<file path="config.mk">
export PLATFORM = sky130hd
export DESIGN_NAME = mnd_frac_divider
export DESIGN_NICKNAME = d
export VERILOG_FILES = /design/src/rtl/mnd_div_pkg.sv /design/src/rtl/mnd_cfg_decode.sv /design/src/rtl/mnd_halfstep_prediv.sv /design/src/rtl/mnd_accum.sv /design/src/rtl/mnd_frac_divider.sv
export SDC_FILE = /design/constraint.sdc
export NUM_CORES = 1
export LEC_CHECK = 0
export ABC_AREA = 1
export BUFFER_PORTS_ARGS = -buffer_cell sky130_fd_sc_hd__buf_2
export CAP_MARGIN = 5
export CELL_PAD_IN_SITES_DETAIL_PLACEMENT = 1
export CELL_PAD_IN_SITES_GLOBAL_PLACEMENT = 2
export CORE_ASPECT_RATIO = 0.6
export CORE_MARGIN = 8
export CORE_UTILIZATION = 32
export CTS_BUF_LIST = sky130_fd_sc_hd__clkbuf_8
export CTS_CLUSTER_SIZE = 20
export DETAILED_ROUTE_END_ITERATION = 10
export GPL_ROUTABILITY_DRIVEN = 0
export PLACE_DENSITY = 0.75
export SYNTH_ARGS = -nofsm -noshare
export SYNTH_HDL_FRONTEND = slang
export SYNTH_HIERARCHICAL = 1
export SYNTH_SLANG_ARGS = --single-unit
export TNS_END_PERCENT = 50
</file>
<file path="constraint.sdc">
create_clock -name clk -period 4.4 [get_ports clk]
set_input_delay 0.44 -clock clk [delete_from_list [all_inputs] [get_ports clk]]
set_output_delay 0.44 -clock clk [all_outputs]
set_load 0.01 [all_outputs]
</file>
<file path="src/rtl/mnd_div_pkg.sv">
package mnd_div_pkg;
   // Mode field value that selects fractional (dual-edge modelled) operation
   localparam logic [1:0] MODE_DUAL_EDGE = 2'b10;
endpackage

</file>
<file path="src/rtl/mnd_cfg_decode.sv">
module mnd_cfg_decode #(
   parameter int  MND_W   = 8,
   parameter bit  HAS_MND = 1'b1
) (
   input  logic [1:0]       mode,
   input  logic [MND_W-1:0] m_val,
   input  logic [MND_W-1:0] n_enc,
   input  logic [MND_W-1:0] d_enc,
   output logic [MND_W-1:0] n_val,
   output logic [MND_W-1:0] d_val,
   output logic             frac_on
);
   logic [MND_W-1:0] twice_d, d_req, d_lo, n_minus_m;

   // N recovered from its stored complement
   assign n_val     = (~n_enc) + m_val;
   // D recovered from complement of 2D
   assign twice_d   = ~d_enc;
   assign d_req     = twice_d >> 1;
   assign n_minus_m = n_val - m_val;
   // Clamp: lower bound M first, then upper bound N-M
   assign d_lo      = (d_req < m_val) ? m_val : d_req;
   assign d_val     = (d_lo > n_minus_m) ? n_minus_m : d_lo;

   generate
      if (HAS_MND) begin : g_frac
         assign frac_on = (mode == mnd_div_pkg::MODE_DUAL_EDGE) &&
                          (m_val != '0) && (m_val < n_val);
      end else begin : g_nofrac
         logic unused_mode;
         assign unused_mode = ^mode;
         assign frac_on     = 1'b0;
      end
   endgenerate
endmodule

</file>
<file path="src/rtl/mnd_halfstep_prediv.sv">
module mnd_halfstep_prediv #(
   parameter int DIV_W = 5
) (
   input  logic             clk,
   input  logic             rst_n,
   input  logic [DIV_W-1:0] code,
   input  logic             restart,
   output logic             pre_en
);
   localparam int AW = DIV_W + 1;

   logic [AW-1:0] acc, modulus, sum;
   logic          bypass;

   assign bypass  = (code < DIV_W'(2));
   assign modulus = {1'b0, code} + AW'(1);
   assign sum     = acc + AW'(2);
   assign pre_en  = bypass || (sum >= modulus);

   always_ff @(posedge clk or negedge rst_n) begin
      if (!rst_n)                 acc <= '0;
      else if (restart || bypass) acc <= '0;
      else if (sum >= modulus)    acc <= sum - modulus;
      else                        acc <= sum;
   end

   // Half-step accumulator stays inside its modulus
   assert_prediv_range_R2: assert property (@(posedge clk) disable iff (!rst_n)
      !bypass |-> (acc < modulus));
endmodule

</file>
<file path="src/rtl/mnd_accum.sv">
module mnd_accum #(
   parameter int MND_W   = 8,
   parameter bit HAS_MND = 1'b1
) (
   input  logic             clk,
   input  logic             rst_n,
   input  logic             pre_en,
   input  logic             frac_on,
   input  logic [MND_W-1:0] m_val,
   input  logic [MND_W-1:0] n_val,
   input  logic [MND_W-1:0] d_val,
   input  logic             restart,
   output logic             wrap,
   output logic             ce_o,
   output logic             level_o
);
   logic [MND_W-1:0] acc, acc_nxt;

   generate
      if (HAS_MND) begin : g_acc
         logic [MND_W:0] sum;
         assign sum     = {1'b0, acc} + {1'b0, m_val};
         assign wrap    = frac_on && pre_en && (sum >= {1'b0, n_val});
         assign acc_nxt = (sum >= {1'b0, n_val}) ? MND_W'(sum - {1'b0, n_val})
                                                : sum[MND_W-1:0];
      end else begin : g_noacc
         logic unused_in;
         assign unused_in = ^{m_val, n_val};
         assign wrap      = 1'b0;
         assign acc_nxt   = '0;
      end
   endgenerate

   always_ff @(posedge clk or negedge rst_n) begin
      if (!rst_n) begin
         acc     <= '0;
         ce_o    <= 1'b0;
         level_o <= 1'b0;
      end else begin
         ce_o <= frac_on ? wrap : pre_en;
         if (restart) begin
            acc     <= '0;
            level_o <= 1'b0;
         end else if (pre_en) begin
            if (frac_on) begin
               acc     <= acc_nxt;
               level_o <= (acc_nxt < d_val);
            end else begin
               acc     <= '0;
               level_o <= ~level_o;
            end
         end
      end
   end

   // Accumulator never reaches N while fractional
   assert_acc_range_R3: assert property (@(posedge clk) disable iff (!rst_n)
      frac_on |-> (acc < n_val));
   // An output pulse always follows a pre-enable one edge earlier
   assert_ce_follows_pre_R8: assert property (@(posedge clk) disable iff (!rst_n)
      ce_o |-> $past(pre_en));
endmodule

</file>
<file path="src/rtl/mnd_frac_divider.sv">
module mnd_frac_divider #(
   parameter int DIV_W   = 5,
   parameter int MND_W   = 8,
   parameter bit HAS_MND = 1'b1
) (
   input  logic             clk,
   input  logic             rst_n,
   input  logic [DIV_W-1:0] cfg_div_code,
   input  logic [1:0]       cfg_mode,
   input  logic [MND_W-1:0] cfg_m,
   input  logic [MND_W-1:0] cfg_n_enc,
   input  logic [MND_W-1:0] cfg_d_enc,
   output logic             ce_o,
   output logic             div_level_o
);
   generate
      if (DIV_W < 2 || DIV_W > 16) begin : g_bad_div_w
         $error("mnd_frac_divider: DIV_W out of range");
      end
      if (MND_W < 2 || MND_W > 24) begin : g_bad_mnd_w
         $error("mnd_frac_divider: MND_W out of range");
      end
   endgenerate

   typedef struct packed {
      logic [DIV_W-1:0] div;
      logic [1:0]       mode;
      logic [MND_W-1:0] m;
      logic [MND_W-1:0] n_enc;
      logic [MND_W-1:0] d_enc;
   } cfg_t;

   cfg_t             cfg_in, act;
   logic [MND_W-1:0] n_val, d_val;
   logic             frac_on, pre_en, wrap, boundary, load;

   assign cfg_in = {cfg_div_code, cfg_mode, cfg_m, cfg_n_enc, cfg_d_enc};

   mnd_cfg_decode #(.MND_W(MND_W), .HAS_MND(HAS_MND)) u_dec (
      .mode(act.mode), .m_val(act.m), .n_enc(act.n_enc), .d_enc(act.d_enc),
      .n_val(n_val), .d_val(d_val), .frac_on(frac_on));

   mnd_halfstep_prediv #(.DIV_W(DIV_W)) u_pre (
      .clk(clk), .rst_n(rst_n), .code(act.div), .restart(load), .pre_en(pre_en));

   mnd_accum #(.MND_W(MND_W), .HAS_MND(HAS_MND)) u_acc (
      .clk(clk), .rst_n(rst_n), .pre_en(pre_en), .frac_on(frac_on),
      .m_val(act.m), .n_val(n_val), .d_val(d_val), .restart(load),
      .wrap(wrap), .ce_o(ce_o), .level_o(div_level_o));

   // Safe switch points: any cycle without fractional operation, else a wrap
   assign boundary = !frac_on || wrap;
   assign load     = boundary && (cfg_in != act);

   always_ff @(posedge clk or negedge rst_n) begin
      if (!rst_n)    act <= '0;
      else if (load) act <= cfg_in;
   end

   // Active settings move only at a safe switch point
   assert_cfg_hold_R7: assert property (@(posedge clk) disable iff (!rst_n)
      !$past(boundary) |-> $stable(act));
   // Decoded high time sits inside [M, N-M] whenever that range exists
   assert_d_window_R5: assert property (@(posedge clk) disable iff (!rst_n)
      (frac_on && (act.m <= n_val - act.m)) |-> (d_val >= act.m && d_val <= n_val - act.m));
endmodule

</file>
==> flow_summary.yaml, run 1 <==
worst_setup_path:
  worstPathRequired_ns: 4.67
  crit_path_frequent_cell: "sky130_fd_sc_hd__nand2_1"
  critical_path_buf_inv_count: 7
  r2r_setup_slk_ns: 0.08
  critical_path.max_stage_delay_ns: 0.39
  start_kind: "flip-flop"
  worst_r2r_path_depth: 33
  worstReg2RegEnd: "u_acc/level_o$_DFFE_PN0P_"
  timing.critical_path.arrival_ns: 4.59
  startpoint: "act[8]$_DFFE_PN0P_"
  worst-setup-path-type: "flip-flop to flip-flop"
  critical_path_cell_count: 33
  worst_setup_path_end_kind: "flip-flop"
  cp-endpoint: "u_acc/level_o$_DFFE_PN0P_"
  critical_path.reg2reg.startpoint: "act[8]$_DFFE_PN0P_"
  critical_path.slowest_cell: "sky130_fd_sc_hd__dfrtp_1"
  critical_path_peak_fanout: 4
  critPathTopFamily: "adder cells"
placed_design:
  io_buffer_count: 34
  detailed_place_hpwl_microns: 14300
timing:
  worst-slew-pin-transition_ns: 0.680
  fin_skew_ns: 0.00806
  timing.final.setup_violations: 0
  final_period_minus_worst_setup_slack_ns: 4.32
  slew_viols_final: 0
  final.period_utilization_pct: 98.1
  hold_violations: 0
  setup_tns_ns: 0
  timing.slew.headroom_pct: 54.7
  fmax_ghz: 0.232
  unrepaired_setup_endpoints_after_global_routing: "true"
  fin_worst_hold_slack_ns: 0.215
yosys:
  async_reset_ff_share_pct: 100
  yosysSeqAreaShare_pct: 23.0
  synthesis.instances: 754
  synth-warning-count: 6
  synth_edf_count: 0
  cell_variety_after_synth: 39
  postSynthNetCount: 851
  synthesis.area_sq_um: 5120
  syn_avg_cell_area_sq_um: 6.79
  ffs_latches_synth: 47
  synth-main-ff-cell: "sky130_fd_sc_hd__dfrtp_1"
clock_network:
  tritoncts.num_buffers: 5
  tritoncts_num_sinks: 47
  cts.path.max_buffers: 2
  ctsRootBufferMaster: "sky130_fd_sc_hd__clkbuf_8"
  clk_latency_ns: 0.33
  path_clk_slew_ns: 0.11
  cts-htree-levels: 2
  clock_tree_from_tritoncts: "yes"
job:
  drv_cap: 0
grt:
  grt_antenna_before_repair: 0
  grt_first_pass_wirelength_microns: 28200
  first_global_vias: 5226
  maximum_number_of_pins_on_one_net_before_global_route_repair: 48
  grt_util_all_layers_pct: 17.7
  grt_overflow: 0
floorplanning:
  placement_rows: 35
  chipWidth_microns: 179
  num_io_pins: 35
  initial_utilization_pct: 33.0
  chipHeight_microns: 114
  core_area_sq_um: 15500
  die_area_sq_um: 20400
finish:
  most-common-layout-cells: "sky130_fd_sc_hd__nand2_1, sky130_fd_sc_hd__inv_1, sky130_fd_sc_hd__nand3_1, sky130_fd_sc_hd__buf_4"
  insertedDiodeCount: 0
  drive_gt1_share_pct: 21.6
  layout_commonest_cell: "sky130_fd_sc_hd__nand2_1"
  layout.nets: 935
  area_growth_pct: 23.5
route:
  vias_per_cell: 4.87
  vias: 5074
  detail_route.first_pass.iterations: 5
  detail-route-antenna-nets: 0
  drt_wirelength_microns: 17800
  route.detailed.drc: 0
  wl_per_cell_microns: 17.1
  iteration_0_drc_count_of_the_detailed_router: 294
worst_hold_path:
  worstHoldPathType: "input port to asynchronous set/reset pin"
outcome:
  outcome: "finished, final reports clean"
==> registers in the layout, indices dropped and copies added (netlist names) <==
| name | flops |
|---|---|
| act | 31 |
| u_acc/acc | 8 |
| u_acc/ce_o | 1 |
| u_acc/level_o | 1 |
| u_pre/acc | 6 |
==> Yosys cell counts (3+ instances only) <==
library cell                 n  share of area (%)
sky130_fd_sc_hd__nand4_1     7               0.86
sky130_fd_sc_hd__buf_2       3               0.29
sky130_fd_sc_hd__a21o_1      3               0.44
sky130_fd_sc_hd__a21oi_1    27                2.6
sky130_fd_sc_hd__or2_1       3               0.37
sky130_fd_sc_hd__nor2_2      3               0.37
sky130_fd_sc_hd__ha_1       59                 14
sky130_fd_sc_hd__fa_1        5                2.0
sky130_fd_sc_hd__nand3_2     4               0.78
sky130_fd_sc_hd__o21ai_0    11                1.1
sky130_fd_sc_hd__inv_1     125                9.2
sky130_fd_sc_hd__buf_6       4               0.88
sky130_fd_sc_hd__and2_1      6               0.73
sky130_fd_sc_hd__nand3_1    67                6.5
sky130_fd_sc_hd__nor3_1      3               0.29
sky130_fd_sc_hd__nand2_1   226                 17
sky130_fd_sc_hd__dfrtp_1    47                 23
sky130_fd_sc_hd__nand2_4     3               0.66
sky130_fd_sc_hd__xnor2_1    31                5.3
sky130_fd_sc_hd__clkbuf_1    4               0.29
sky130_fd_sc_hd__a22o_1      3               0.51
sky130_fd_sc_hd__nand2_2    12                1.5
sky130_fd_sc_hd__o21ai_1     9               0.88
sky130_fd_sc_hd__a31oi_1     3               0.37
sky130_fd_sc_hd__xor2_1     23                3.9
sky130_fd_sc_hd__nor2_1     47                3.4
==> logic make-up after synthesis <==
logic type | after synthesis | share of synthesized area (%)
AND/OR/NAND/NOR | 386 | 33.1
buffers and inverters | 139 | 10.8
AO/OA/AOI/OAI | 64 | 7.50
adder cells (fa/ha/maj) | 64 | 16.4
XOR/XNOR | 54 | 9.24
flip-flops | 47 | 23.0
==> metrics by stage <==
step	cell area [sq um]	utilization, %	std cells	setup WS, ns
final	6320	40.8	1042	0.0838
after global routing	6320	40.8	1042	-0.193
after global placement	5760	37.1	1018	-0.0692
after detailed placement	5760	37.1	1018	-0.212
after CTS	5970	38.5	1030	0.00105
after floorplan	5120	-	754	0.121
==> layer usage <==
layer  global-route usage [%]  wire length, microns
met4                     2.27                    82
met1                     26.7                  9430
met5                        0                     0
met3                     3.20                   869
met2                     25.9                  7410
==> worst min path at each step <==
| stage | from | endpoint | slack (ns) | cells after the start |
|---|---|---|---|---|
| after detailed placement | act[0]$_DFFE_PN0P_ | act[0]$_DFFE_PN0P_ | 0.49 | 2 |
| after global routing | rst_n | act[11]$_DFFE_PN0P_ | 0.26 | 2 |
| final | rst_n | act[11]$_DFFE_PN0P_ | 0.21 | 2 |
| after global placement | act[0]$_DFFE_PN0P_ | act[0]$_DFFE_PN0P_ | 0.48 | 2 |
| after floorplan | rst_n | act[0]$_DFFE_PN0P_ | 0.14 | 0 |
| after CTS | rst_n | act[10]$_DFFE_PN0P_ | 0.24 | 2 |
==> worst reg2reg max path: cells and delay by family (launching register included) <==
kind | cells | cell delay, ns
fa+ha+maj | 5 | 1.35
simple gates | 17 | 1.27
compound gates | 3 | 0.53
buf+inv | 7 | 0.49
flops | 1 | 0.39
xor+xnor | 1 | 0.23
==> layout make-up <==
cell class                 instances  area [sq um]
fill                            2003          9180
tap                              203           254
sequential                        47          1180
multi-input combinational        568          3730
clock inverter                     3          22.5
clock buffer                       5          68.8
timing repair buffer              88           587
inverter                         128           480
==> repair_timing <==
item / CTS / global route
hold endpoints to repair: 0 / 0
resized for setup: 17 / 56
setup endpoints to repair: 1 / 9
hold buffers: 0 / 0
setup buffers: 4 / 12
pin swaps: 3 / 23
Power of run 1 is not shown: default switching activity piles up to over one toggle a cycle in this logic, so the estimate is an artifact.
==> inputs of run 2 (changes only) <==
--- a/config.mk
+++ b/config.mk
@@ -12,12 +12,12 @@
 export CELL_PAD_IN_SITES_GLOBAL_PLACEMENT = 2
 export CORE_ASPECT_RATIO = 0.6
 export CORE_MARGIN = 8
-export CORE_UTILIZATION = 32
+export CORE_UTILIZATION = 36
 export CTS_BUF_LIST = sky130_fd_sc_hd__clkbuf_8
 export CTS_CLUSTER_SIZE = 20
 export DETAILED_ROUTE_END_ITERATION = 10
 export GPL_ROUTABILITY_DRIVEN = 0
-export PLACE_DENSITY = 0.75
+export PLACE_DENSITY = 0.87
 export SYNTH_ARGS = -nofsm -noshare
 export SYNTH_HDL_FRONTEND = slang
 export SYNTH_HIERARCHICAL = 1
==> constraint.sdc (replaced) <==
create_clock -name clk -period 4.1 [get_ports clk]
set_input_delay 0.41 -clock clk [delete_from_list [all_inputs] [get_ports clk]]
set_output_delay 0.41 -clock clk [all_outputs]
set_load 0.01 [all_outputs]
==> flow_summary.yaml, run 2 (synthesis gave the netlist of run 1 again) <==
worst_setup_path:
  worstPathRequired_ns: 4.34
  critical_path_peak_fanout: 5
  critical_path.slowest_cell: "sky130_fd_sc_hd__dfrtp_1"
  timing.critical_path.arrival_ns: 4.58
  crit_path_frequent_cell: "sky130_fd_sc_hd__nand2_1"
  worst_setup_path_end_kind: "flip-flop"
  critical_path.max_stage_delay_ns: 0.41
  worst-setup-path-type: "flip-flop to flip-flop"
  start_kind: "flip-flop"
floorplanning:
  placement_rows: 33
  core_area_sq_um: 13800
  initial_utilization_pct: 37.1
  chipWidth_microns: 170
  num_io_pins: 35
  chipHeight_microns: 108
  die_area_sq_um: 18400
route:
  route.detailed.drc: 0
  detail_route.first_pass.iterations: 5
  drt_wirelength_microns: 19700
  detail-route-antenna-nets: 0
  vias: 5460
  vias_per_cell: 5.09
  iteration_0_drc_count_of_the_detailed_router: 382
  wl_per_cell_microns: 18.4
clock_network:
  path_clk_slew_ns: 0.11
  clock_tree_from_tritoncts: "yes"
  tritoncts_num_sinks: 47
  cts.path.max_buffers: 2
  tritoncts.num_buffers: 5
  clk_latency_ns: 0.34
  cts-htree-levels: 2
  ctsRootBufferMaster: "sky130_fd_sc_hd__clkbuf_8"
grt:
  grt_util_all_layers_pct: 20.2
  grt_antenna_before_repair: 0
  first_global_vias: 5697
  grt_overflow: 0
  grt_first_pass_wirelength_microns: 29600
  maximum_number_of_pins_on_one_net_before_global_route_repair: 48
timing:
  timing.final.setup_violations: 1
  fmax_ghz: 0.230
  layout_setup_ws_ns: -0.242
  final_period_minus_worst_setup_slack_ns: 4.34
  fin_skew_ns: 0.0207
  worst-slew-pin-transition_ns: 0.641
  unrepaired_setup_endpoints_after_global_routing: "true"
  timing.slew.headroom_pct: 57.3
  fin_worst_hold_slack_ns: 0.167
  slew_viols_final: 0
  final.period_utilization_pct: 106
  hold_violations: 0
outcome:
  outcome: "finished with violations"
  failed_checks: "negative setup slack"
finish:
  layout_commonest_cell: "sky130_fd_sc_hd__nand2_1"
  area_of_the_multi_input_gates_sq_um: 3910
  drive_gt1_share_pct: 30.0
  area.sequential_sq_um: 1180
  largest_register_ff_count: 31
  largest_register: "act"
  insertedDiodeCount: 0
  area_growth_pct: 33.7
  largestRegisters: "act (31), u_acc/acc (8), u_pre/acc (6)"
  n_fill_cell: 1766
  most-common-layout-cells: "sky130_fd_sc_hd__nand2_1, sky130_fd_sc_hd__inv_1, sky130_fd_sc_hd__buf_4, sky130_fd_sc_hd__nand3_1, sky130_fd_sc_hd__dfrtp_1"
  layout.nets: 978
placed_design:
  io_buffer_count: 34
  detailed_place_hpwl_microns: 14600
worst_hold_path:
  worstHoldPathType: "input port to asynchronous set/reset pin"
job:
  drv_cap: 0
==> run 2: critical path: cells and delay by family (launching register included) <==
kind	cells	cell delay (ns)
xor+xnor	1	0.16
fa+ha+maj	5	1.30
compound gates	2	0.24
buf+inv	8	0.68
simple gates	19	1.43
flops	1	0.41
==> run 2: worst paths after layout <==
kind                                     from                         to  slack [ns]  cells after the start
max                        act[8]$_DFFE_PN0P_  u_acc/level_o$_DFFE_PN0P_       -0.24                     35
min                                     rst_n         act[5]$_DFFE_PN0P_        0.17                      2
max reg2reg                act[8]$_DFFE_PN0P_  u_acc/level_o$_DFFE_PN0P_       -0.24                     35
min reg2reg                act[0]$_DFFE_PN0P_         act[0]$_DFFE_PN0P_        0.50                      2
max in group asynchronous               rst_n        act[17]$_DFFE_PN0P_        3.48                      2
min in group clk                     cfg_m[7]        act[23]$_DFFE_PN0P_        0.32                      3
==> run 2: metrics by stage <==
stage | setup WS [ns] | cell area [sq um] | utilization [%] | setup TNS, ns | std cells
6_report | -0.242 | 6850 | 49.6 | -0.242 | 1073
4_1_cts | -0.239 | 6370 | 46.2 | -0.239 | 1058
3_5_place_dp | -0.378 | 5990 | 43.5 | -1.38 | 1039
3_3_place_gp | -0.122 | 5990 | 43.5 | -0.122 | 1039
2_1_floorplan | 0.0464 | 5130 | - | 0 | 754
5_1_grt | -0.483 | 6850 | 49.6 | -2.41 | 1073
==> run 2: layout make-up <==
cell class                      count  share of cell area, %
Tap cell                          192                   3.51
Clock inverter                      2                  0.548
Sequential cell                    47                   17.2
Timing Repair Buffer              130                   13.4
Inverter                          128                   7.26
Multi-Input combinational cell    569                   57.1
Clock buffer                        5                   1.01
==> run 2: layer usage <==
layer	track usage [%]	vias up	routed length, microns	share of wire [%]
li1	-	2618	-	-
met4	3.24	0	233	1.2
met1	28.6	2707	9640	49
met2	32.9	113	9040	46
met5	0	-	0	0
met3	2.80	22	823	4.2
==> run 2: what timing repair did <==
item,CTS,global route
pin swaps,36,63
cloned,0,1
hold buffers,0,0
resized for setup,45,76
endpoints found under the setup margin,9,46
setup buffers,12,14
Power of run 2 is left out for the same reason.
